File: src/rtl/jbs_pkg.sv
package jbs_pkg;
  typedef enum logic [1:0] {
    DET_IDLE = 2'd0,
    DET_OPC  = 2'd1,
    DET_LO   = 2'd2
  } det_state_t;
endpackage

File: src/rtl/jbs_jmp_detect.sv
module jbs_jmp_detect
  import jbs_pkg::*;
#(
  parameter int          ADDR_W = 13,
  parameter int          DATA_W = 8,
  parameter int          BANK_W = 3,
  parameter logic [7:0]  OPC_JMP = 8'h4C
) (
  input  logic              clk,
  input  logic              rst,
  input  logic [ADDR_W-1:0] addr,
  input  logic [DATA_W-1:0] data,
  input  logic              rd,
  input  logic              opfetch,
  output logic              fire,
  output logic [BANK_W-1:0] tgt_bank
);
  det_state_t        state_q, state_d;
  logic [ADDR_W-1:0] last_addr_q;
  logic [ADDR_W-1:0] succ_addr;
  logic              seq_ok;
  logic              arm;

  // successor of the previous read, wrapping at ADDR_W bits
  assign succ_addr = last_addr_q + ADDR_W'(1);
  assign seq_ok    = rd && !opfetch && (addr == succ_addr);
  assign arm       = rd && opfetch && (data == DATA_W'(OPC_JMP));
  assign fire      = (state_q == DET_LO) && seq_ok;
  assign tgt_bank  = data[DATA_W-1 -: BANK_W];

  always_comb begin
    state_d = DET_IDLE;
    if (rd) begin
      if (opfetch) begin
        state_d = arm ? DET_OPC : DET_IDLE;
      end else begin
        unique case (state_q)
          DET_OPC: state_d = seq_ok ? DET_LO : DET_IDLE;
          default: state_d = DET_IDLE;
        endcase
      end
    end
  end

  always_ff @(posedge clk) begin
    if (rst) begin
      state_q     <= DET_IDLE;
      last_addr_q <= '0;
    end else begin
      state_q <= state_d;
      if (rd) last_addr_q <= addr;
    end
  end
endmodule

File: src/rtl/jbs_hotspot.sv
module jbs_hotspot #(
  parameter int                ADDR_W   = 13,
  parameter logic [ADDR_W-1:0] HOT_ADDR = 13'h1FF9
) (
  input  logic [ADDR_W-1:0] addr,
  input  logic              rd,
  output logic              hit
);
  assign hit = rd && (addr == HOT_ADDR);
endmodule

File: src/rtl/jbs_bank_reg.sv
module jbs_bank_reg #(
  parameter int              BANK_W     = 3,
  parameter logic [BANK_W-1:0] RESET_BANK = '1
) (
  input  logic              clk,
  input  logic              rst,
  input  logic              jmp_fire,
  input  logic [BANK_W-1:0] jmp_bank,
  input  logic              hot_hit,
  output logic [BANK_W-1:0] bank
);
  // a completing jump outranks the hotspot
  always_ff @(posedge clk) begin
    if (rst)           bank <= RESET_BANK;
    else if (jmp_fire) bank <= jmp_bank;
    else if (hot_hit)  bank <= bank + BANK_W'(1);
  end
endmodule

File: src/rtl/jmp_bank_switcher.sv
module jmp_bank_switcher #(
  parameter int                ADDR_W     = 13,
  parameter int                DATA_W     = 8,
  parameter int                BANK_W     = 3,
  parameter logic [7:0]        OPC_JMP    = 8'h4C,
  parameter logic [ADDR_W-1:0] HOT_ADDR   = 13'h1FF9,
  parameter logic [BANK_W-1:0] RESET_BANK = 3'd7
) (
  input  logic              clk,
  input  logic              rst,
  input  logic [ADDR_W-1:0] bus_addr,
  input  logic [DATA_W-1:0] bus_data,
  input  logic              bus_rd,
  input  logic              op_fetch,
  output logic [BANK_W-1:0] rom_bank
);
  logic              jmp_fire;
  logic [BANK_W-1:0] jmp_bank;
  logic              hot_hit;

  jbs_jmp_detect #(
    .ADDR_W(ADDR_W), .DATA_W(DATA_W), .BANK_W(BANK_W), .OPC_JMP(OPC_JMP)
  ) u_det (
    .clk(clk), .rst(rst), .addr(bus_addr), .data(bus_data),
    .rd(bus_rd), .opfetch(op_fetch), .fire(jmp_fire), .tgt_bank(jmp_bank)
  );

  jbs_hotspot #(.ADDR_W(ADDR_W), .HOT_ADDR(HOT_ADDR)) u_hot (
    .addr(bus_addr), .rd(bus_rd), .hit(hot_hit)
  );

  jbs_bank_reg #(.BANK_W(BANK_W), .RESET_BANK(RESET_BANK)) u_bank (
    .clk(clk), .rst(rst), .jmp_fire(jmp_fire), .jmp_bank(jmp_bank),
    .hot_hit(hot_hit), .bank(rom_bank)
  );
endmodule

File: config.mk
export PLATFORM = sky130hd
export DESIGN_NAME = jmp_bank_switcher
export DESIGN_NICKNAME = d
export VERILOG_FILES = /design/src/rtl/jbs_pkg.sv /design/src/rtl/jbs_jmp_detect.sv /design/src/rtl/jbs_hotspot.sv /design/src/rtl/jbs_bank_reg.sv /design/src/rtl/jmp_bank_switcher.sv
export SDC_FILE = /design/constraint.sdc
export NUM_CORES = 1
export LEC_CHECK = 0
export BUFFER_PORTS_ARGS = -buffer_cell sky130_fd_sc_hd__buf_4
export CORE_UTILIZATION = 56
export DETAILED_ROUTE_END_ITERATION = 8
export PLACE_DENSITY = 0.83
export SLEW_MARGIN = 20
export SYNTH_ARGS = -nofsm -noshare
export SYNTH_HDL_FRONTEND = slang
export SYNTH_SLANG_ARGS = --single-unit
File: constraint.sdc
create_clock -name clk -period 3.1 [get_ports clk]
set_input_delay 0.62 -clock clk [delete_from_list [all_inputs] [get_ports clk]]
set_output_delay 0.62 -clock clk [all_outputs]
set_load 0.02 [all_outputs]
==> impl_metrics.csv, run 1 <==
group,metric,value,unit
critical_path,crit_path_end_kind,"register",
cts,cts_htree_levels,1,
power_and_ir_drop,seqPwrFrac,0.500,
timing,post-route-period-util,0.741,
place,place_congestion,0.961,
yosys,ys_ff_latch,18,
worst_hold_path,hold_depth,2,
critical_path,setup.worst_path.start_class,"register",
power_and_ir_drop,switching_power,0.143,mW
cts,cts_setup_buffers,0,
detailed_routing,vias,1127,
yosys,synthTopCellsByArea,"dfxtp_1 30%, mux2i_1 13%, xnor2_1 7.4%, nor2_1 6.0%, xor2_1 5.9%",
floorplanning,boundaryPins,28,
yosys,seq_area_frac_synth,0.303,
floorplanning,die_x,48.1,um
detailed_routing,firstDrtPassIters,4,
yosys,async_reset_ff_frac,0,
cts,clk_latency,300,ps
power_and_ir_drop,power.density,357,nW/um2
yosys,synth_common_cells,"19 x nor2_1, 18 x dfxtp_1, 15 x mux2i_1, 10 x nand2_1, 10 x xnor2_1",
yosys,synth_nets,160,
power_and_ir_drop,leakage,0.584,nW
yosys,syn_avg_cell_area,8.95,um2
finish,syn2layout_area_growth,20.3,%
cts,cts_resized,0,
yosys,syn_inst,133,
power_and_ir_drop,vdd.ir_drop.worst,294,uV
power_and_ir_drop,power_frac_comb,0.207,
cts,numCtsBuffers,3,
yosys,ys_warn_count,0,
yosys,syn-cell-area,1190,um2
timing,fin_crit,2300,ps
timing,slew_headroom,0.578,
critical_path,required,3320,ps
floorplanning,num_rows,16,
global_route,antenna_found_initial,0,
cts,cts_tree,"yes",
detailed_routing,drc_errors,0,
yosys,yosysTopAreaCell,"dfxtp_1",
critical_path,reg2reg_depth,7,
timing,drv_slew,0,
power_and_ir_drop,switching_share,0.281,
yosys,synth-edff-count,0,
cts,postCtsHoldBufs,0,
place,dp_hpwl,2220,um
timing,tightest_slew,627,ps
timing,setup_tns,0,ps
detailed_routing,ant_nets,0,
cts,clkTransAtPathRegs,110,ps
timing,hold_violations,0,
yosys,synth.top_cell.area_share,0.303,
yosys,yosys.cell_types.count,41,
finish,diodes,0,
floorplanning,initial_core_util,0.600,
critical_path,cp.arrival,2520,ps
yosys,synth_flop_cell,"dfxtp_1",
detailed_routing,wire_per_inst,15.6,um
place,port_buffers,27,
cts,cts_max_path_buffers,2,
critical_path,crit_fanout,7,
finish,finish.instance_area,1430,um2
floorplanning,coreArea,1980,um2
timing,setup_viol,0,
cts,cts-root-buf,"clkbuf_4",
global_route,grtUsageTotal,0.276,
detailed_routing,routed_wl,2890,um
detailed_routing,first_iter_violations,32,
place,placed_area,1400,um2
power_and_ir_drop,power.internal,0.368,mW
global_route,grt_pass1_vias,996,
timing,rsz0062_at_grt,"no",
global_route,grt-ovfl-total,0,
finish,drive_gt1_frac,0.252,
status,outcome,"completed",
detailed_routing,vias_per_cell,6.06,
power_and_ir_drop,p_clk_frac,0.293,
timing,worst_clock_skew,5.88,ps
global_route,grt_max_degree,21,
floorplanning,dieArea,2310,um2
floorplanning,die_y,48.1,um
flow_run,max-cap-violations,0,
critical_path,critPathKind,"reg -> reg",
cts,clock_sinks,18,
finish,nets,187,
timing,fmax,0.435,GHz
yosys,synth.most_common_cell,"nor2_1",
global_route,grt_pass1_wl,4360,um
worst_hold_path,hold_class,"in -> reg",
## cell type report
type | count | area, um2
clock buffers | 4 | 36.3
fillers | 147 | 551
multi-input cells | 110 | 798
flip-flops and latches | 18 | 360
well taps | 27 | 33.8
repair buffers | 27 | 203
## cell usage in the layout (no fill, tap or decap), types with 2 or more instances in the layout
cell type / count
dfxtp_1: 18
nor3_1: 3
clkbuf_4: 3
o21ai_0: 2
a31oi_1: 2
nand4_1: 7
nand3_1: 2
nor4_1: 2
mux2i_1: 15
buf_4: 27
nor2_1: 19
nor2b_1: 2
ha_1: 2
nand2_1: 10
and3_1: 3
xor2_1: 8
xnor2_1: 10
and4_1: 2
## sequential cells by signal (all words and copies together) (netlist names)
name,count
u_det.last_addr_q,13
u_det.state_q,2
u_bank.bank,3
## kinds of logic after synthesis
| kind of cell | Yosys count | synth area share |
|---|---|---|
| adder cells (fa/ha/maj) | 2 | 0.0210 |
| AND/OR/NAND/NOR | 63 | 0.312 |
| multiplexers | 16 | 0.136 |
| buffers and inverters | 5 | 0.0263 |
| XOR/XNOR | 18 | 0.132 |
| AO/OA/AOI/OAI | 11 | 0.0694 |
| flip-flops | 18 | 0.303 |
## through the flow
stage / std cells / hold WS, ps / power, mW / setup WS, ps / util
3_3_place_gp: 182 / 449 / 0.361 / 921 / 0.704
2_1_floorplan: 133 / 412 / 0.323 / 1200 / -
6_report: 186 / 463 / 0.511 / 803 / 0.722
3_5_place_dp: 182 / 458 / 0.365 / 835 / 0.704
4_1_cts: 186 / 463 / 0.511 / 877 / 0.722
5_1_grt: 186 / 455 / 0.534 / 684 / 0.722
## power by group through the flow
stage / clock network [mW] / logic [mW] / registers, mW
floorplan: 0 / 0.0675 / 0.256
global placement: 0 / 0.101 / 0.260
detailed placement: 0 / 0.104 / 0.260
CTS: 0.151 / 0.105 / 0.255
global route: 0.161 / 0.115 / 0.257
finish: 0.150 / 0.106 / 0.255
## worst paths after layout
path / end / startpoint / slack, ps
setup / recovery: u_bank.bank[2]$_SDFFE_PP1P_ / u_det.last_addr_q[0]$_SDFFE_PP0P_ / 800
hold / removal: u_det.state_q[0]$_SDFF_PP0_ / bus_data[0] / 460
setup reg to reg: u_bank.bank[2]$_SDFFE_PP1P_ / u_det.last_addr_q[0]$_SDFFE_PP0P_ / 800
hold reg to reg: u_det.state_q[1]$_SDFF_PP0_ / u_det.state_q[0]$_SDFF_PP0_ / 470
## worst max-delay path, stage by stage (launching register included)
cell and delay, ps:
dfxtp_1 400, ha_1 290, and3_1 240, and3_1 220, nor3_1 250, a31oi_2 110
nor4_4 410, mux2i_1 300
## metal layers
layer,GRT usage,wire length (um),up-vias
met2,0.430,1400,45
met3,0.0556,204,13
met5,0,0,-
met1,0.352,1170,528
met4,0.167,117,0
li1,-,-,541
Note: power is estimated with default switching activity, not from simulation.
==> inputs of run 2 (changes only) <==
- CORE_UTILIZATION: 56 -> 47
- PLACE_DENSITY: 0.83 -> 0.74
- clock period: 3.1 -> 2.1 ns (I/O delays scaled with it)
==> impl_metrics.csv, run 2 (synthesized netlist as in run 1, its figures left out) <==
group,metric,value,unit
timing,drv_slew,0,
detailed_routing,routed_wl,2920,um
place,placed_area,1430,um2
global_route,grt_max_degree,21,
finish,nets,191,
finish,reg_top3,"u_det.last_addr_q (13), u_bank.bank (3), u_det.state_q (2)",
timing,setup_tns,0,ps
cts,cts_tree,"yes",
floorplanning,dieArea,2740,um2
critical_path,required,2320,ps
critical_path,crit_fanout,6,
floorplanning,coreArea,2300,um2
cts,clock_sinks,18,
global_route,grt-ovfl-total,0,
timing,hold_violations,0,
detailed_routing,vias,1115,
timing,holdWs,267,ps
cts,numCtsBuffers,3,
floorplanning,die_x,52.3,um
global_route,grtUsageTotal,0.243,
finish,largest_reg_flops,13,
power_and_ir_drop,power.density,513,nW/um2
place,place_congestion,0.865,
cts,clkTransAtPathRegs,100,ps
power_and_ir_drop,finalPower,0.758,mW
place,pre_cts_slack,44.1,ps
finish,final_cell_mix,"31 x buf_4, 19 x nor2_1, 17 x dfxtp_1",
cts,clk_latency,300,ps
finish,drive_gt1_frac,0.294,
detailed_routing,firstDrtPassIters,4,
critical_path,crit_chain,"ha_2 > nor2b_1 > a31oi_1 > nor3_2 > nand4_2 > nor4_4 > mux2i_1",
floorplanning,initial_core_util,0.518,
power_and_ir_drop,leakage,0.606,nW
critical_path,reg2reg_depth,7,
detailed_routing,ant_nets,0,
cts,cts_htree_levels,1,
finish,syn2layout_area_growth,24.1,%
place,port_buffers,27,
finish,finish.instance_area,1480,um2
global_route,antenna_found_initial,0,
place,dp_hpwl,2310,um
finish,diodes,0,
critical_path,ff2ff_setup_slack,120,ps
detailed_routing,first_iter_violations,26,
critical_path,setup.worst_path.start_class,"register",
critical_path,crit_path_end_kind,"register",
finish,mostFrequentLayoutCell,"buf_4",
timing,tightest_slew,355,ps
cts,cts-root-buf,"clkbuf_4",
worst_hold_path,hold_end,"u_det.state_q[0]$_SDFF_PP0_",
timing,post-route-period-util,0.944,
timing,fin_crit,1980,ps
global_route,grt_pass1_vias,1070,
critical_path,reg2reg_from,"u_det.last_addr_q[1]$_SDFFE_PP0P_",
detailed_routing,wire_per_inst,15.3,um
status,outcome,"completed",
cts,cts_max_path_buffers,2,
floorplanning,num_rows,17,
flow_run,max-cap-violations,0,
timing,setup_viol,0,
timing,fin_ws,118,ps
power_and_ir_drop,vdd.ir_drop.worst,388,uV
detailed_routing,vias_per_cell,5.84,
critical_path,cp.arrival,2200,ps
floorplanning,die_y,52.3,um
floorplanning,boundaryPins,28,
critical_path,crit_path_max_incr_delay,390,ps
timing,worst_clock_skew,3.17,ps
finish,largest-register,"u_det.last_addr_q",
timing,slew_headroom,0.762,
worst_hold_path,hold_depth,2,
critical_path,r2r-end,"u_bank.bank[1]$_SDFFE_PP1P_",
worst_hold_path,hold_class,"in -> reg",
global_route,grt_pass1_wl,4770,um
critical_path,critPathSlowestCell,"dfxtp_2",
critical_path,critPathKind,"reg -> reg",
worst_hold_path,worstHoldStart,"bus_data[0]",
timing,fmax,0.504,GHz
detailed_routing,drc_errors,0,
## run 2: worst max-delay path by stage
| stage | cells past startpoint | to | slack, ps | startpoint |
|---|---|---|---|---|
| 4_1_cts | 7 | u_bank.bank[1]$_SDFFE_PP1P_ | 30 | u_det.last_addr_q[1]$_SDFFE_PP0P_ |
| 5_1_grt | 7 | u_bank.bank[1]$_SDFFE_PP1P_ | -30 | u_det.last_addr_q[1]$_SDFFE_PP0P_ |
| 6_report | 7 | u_bank.bank[1]$_SDFFE_PP1P_ | 120 | u_det.last_addr_q[1]$_SDFFE_PP0P_ |
| 3_5_place_dp | 7 | u_bank.bank[1]$_SDFFE_PP1P_ | 40 | u_det.last_addr_q[1]$_SDFFE_PP0P_ |
| 3_3_place_gp | 7 | u_bank.bank[2]$_SDFFE_PP1P_ | 160 | u_det.last_addr_q[1]$_SDFFE_PP0P_ |
| 2_1_floorplan | 7 | u_bank.bank[0]$_SDFFE_PP1P_ | 200 | u_det.last_addr_q[0]$_SDFFE_PP0P_ |
## run 2: layout make-up
class	count	area, um2
clock buffer	4	36.3
fill	218	821
tap	28	35.0
multi-input combinational	110	811
timing repair buffer	31	233
sequential	18	362
## run 2: per-stage QoR
step,util,instances
2_1_floorplan,-,133
3_3_place_gp,0.621,187
3_5_place_dp,0.621,187
4_1_cts,0.639,191
5_1_grt,0.643,191
6_report,0.643,191
## run 2: layer usage
metal	GRT usage	part of all wire	up-vias
li1	-	-	546
met4	0.114	0.027	0
met2	0.395	0.48	33
met1	0.305	0.44	525
met3	0.0464	0.055	11
met5	0	0	-
## run 2: worst max-delay path, delay by kind of cell, from the launching register on
| kind | cells | cell delay, ps |
|---|---|---|
| multiplexers | 1 | 260 |
| AO/OA/AOI/OAI | 1 | 130 |
| adder cells (fa/ha/maj) | 1 | 220 |
| AND/OR/NAND/NOR | 4 | 900 |
| flip-flops | 1 | 390 |
## run 2: power by group
| part | internal (mW) | switching (mW) | leakage [nW] |
|---|---|---|---|
| combinational | 0.0864 | 0.0794 | 0.437 |
| sequential | 0.356 | 0.0210 | 0.148 |
| clock | 0.106 | 0.109 | 0.0210 |
## run 2: repair_timing
item	4_1_cts	5_1_grt
hold buffers	0	0
buffers inserted	0	0
resized for setup	3	2
pin swaps	1	1
endpoints found under the setup margin	1	3
==> inputs of run 3 (changes only) <==
- CORE_UTILIZATION: 47 -> 29
- PLACE_DENSITY: 0.74 -> unset
==> impl_metrics.csv, run 3 (synthesized netlist as in run 1, its figures left out) <==
group,metric,value,unit
finish,drive_gt1_frac,0.313,
timing,fin_crit,1990,ps
global_route,grt_max_degree,21,
finish,fill_cells,399,
critical_path,crit_chain,"ha_4 > and3_4 > a31oi_1 > and4b_4 > nand4_2 > nor4_4 > mux2i_1",
power_and_ir_drop,power.density,540,nW/um2
finish,reg_top3,"u_det.last_addr_q (13), u_bank.bank (3), u_det.state_q (2)",
status,outcome,"completed",
finish,final_cell_mix,"30 x buf_4, 19 x nor2_1, 15 x mux2i_1",
floorplanning,num_rows,22,
finish,syn2layout_area_growth,29.1,%
floorplanning,die_y,66.1,um
timing,fin_ws,112,ps
finish,finish.instance_area,1540,um2
finish,nets,191,
cts,clkTransAtPathRegs,70,ps
detailed_routing,firstDrtPassIters,4,
worst_hold_path,hold_class,"in -> reg",
worst_hold_path,hold_depth,2,
global_route,grtUsageTotal,0.144,
power_and_ir_drop,finalPower,0.830,mW
place,pre_cts_slack,60.9,ps
critical_path,path_delay_family,"simple AND/OR/NAND/NOR gates",
detailed_routing,ant_nets,0,
detailed_routing,routed_wl,2870,um
detailed_routing,wire_per_inst,13.6,um
finish,post-route-util,0.404,
timing,worst_clock_skew,3.11,ps
floorplanning,dieArea,4360,um2
place,dp_hpwl,2230,um
finish,diodes,0,
timing,slew_headroom,0.768,
cts,numCtsBuffers,3,
global_route,antenna_found_initial,0,
critical_path,cp.arrival,2170,ps
timing,drv_slew,0,
timing,fmax,0.503,GHz
cts,cts_tree,"yes",
detailed_routing,vias,1080,
global_route,grt_pass1_vias,1093,
power_and_ir_drop,vdd.ir_drop.worst,314,uV
finish,mostFrequentLayoutCell,"buf_4",
finish,instances_no_fill,211,
detailed_routing,drc_errors,0,
cts,cts-root-buf,"clkbuf_8",
cts,cts_htree_levels,1,
critical_path,path_buf_inv,0,
cts,clock_sinks,18,
flow_run,max-cap-violations,0,
timing,hold_violations,0,
place,port_buffers,27,
cts,cts_max_path_buffers,2,
critical_path,crit_path_max_incr_delay,400,ps
critical_path,crit_fanout,6,
critical_path,reg2reg_depth,7,
floorplanning,boundaryPins,28,
power_and_ir_drop,leakage,0.611,nW
global_route,grt_pass1_wl,4860,um
critical_path,required,2290,ps
critical_path,cp_num_cells,7,
detailed_routing,vias_per_cell,5.12,
critical_path,critPathKind,"reg -> reg",
finish,largest_reg_flops,13,
finish,largest-register,"u_det.last_addr_q",
floorplanning,coreArea,3800,um2
place,place_congestion,0.880,
timing,setup_viol,0,
place,dp.cells,207,
timing,holdWs,315,ps
critical_path,crit_path_end_kind,"register",
timing,setup_tns,0,ps
critical_path,critPathSlowestCell,"dfxtp_2",
timing,tightest_slew,345,ps
detailed_routing,first_iter_violations,26,
place,placed_area,1450,um2
cts,postCtsHoldBufs,0,
cts,cts_setup_buffers,0,
floorplanning,initial_core_util,0.313,
floorplanning,die_x,66.1,um
global_route,grt-ovfl-total,0,
cts,clk_latency,260,ps
critical_path,setup.worst_path.start_class,"register",
timing,post-route-period-util,0.947,
## run 3: cell counts in the layout (fill, tap and decap cells not counted)
No cell type changed its count.
## run 3: path summary, 6_finish.rpt
check	end	startpoint	slack [ps]
setup / recovery	u_bank.bank[2]$_SDFFE_PP1P_	u_det.last_addr_q[1]$_SDFFE_PP0P_	110
hold / removal	u_det.state_q[0]$_SDFF_PP0_	bus_data[0]	310
setup reg to reg	u_bank.bank[2]$_SDFFE_PP1P_	u_det.last_addr_q[1]$_SDFFE_PP0P_	110
hold reg to reg	u_det.state_q[1]$_SDFF_PP0_	u_det.state_q[0]$_SDFF_PP0_	440
## run 3: power by group
| part | internal [mW] | total, mW | switching [mW] |
|---|---|---|---|
| Clock | 0.167 | 0.288 | 0.121 |
| Sequential | 0.357 | 0.378 | 0.0215 |
| Combinational | 0.0871 | 0.164 | 0.0771 |
## run 3: layout make-up
type	count	area (um2)	share of cell area
clock buffers	4	55.1	0.0358
well taps	48	60.1	0.0391
repair buffers	31	236	0.154
multi-input cells	110	816	0.531
flip-flops and latches	18	369	0.240
## run 3: worst reg2reg max path: stages (launching register included)
cell     delay (ps)
dfxtp_2         400
ha_4            170
and3_4          190
a31oi_1          80
and4b_4         330
nand4_2         130
nor4_4          390
mux2i_1         230
## run 3: routing by layer
layer	vias to the layer above	routed length, um	track usage
met5	-	0	0
met4	0	16	0.0319
met3	4	169	0.0431
met2	39	1270	0.224
met1	495	1410	0.194
li1	542	-	-
## run 3: timing repair
| item | in CTS | in global routing |
|---|---|---|
| endpoints found under the hold margin | 0 | 0 |
| setup endpoints to repair | 0 | 3 |
| resized for setup | 0 | 10 |
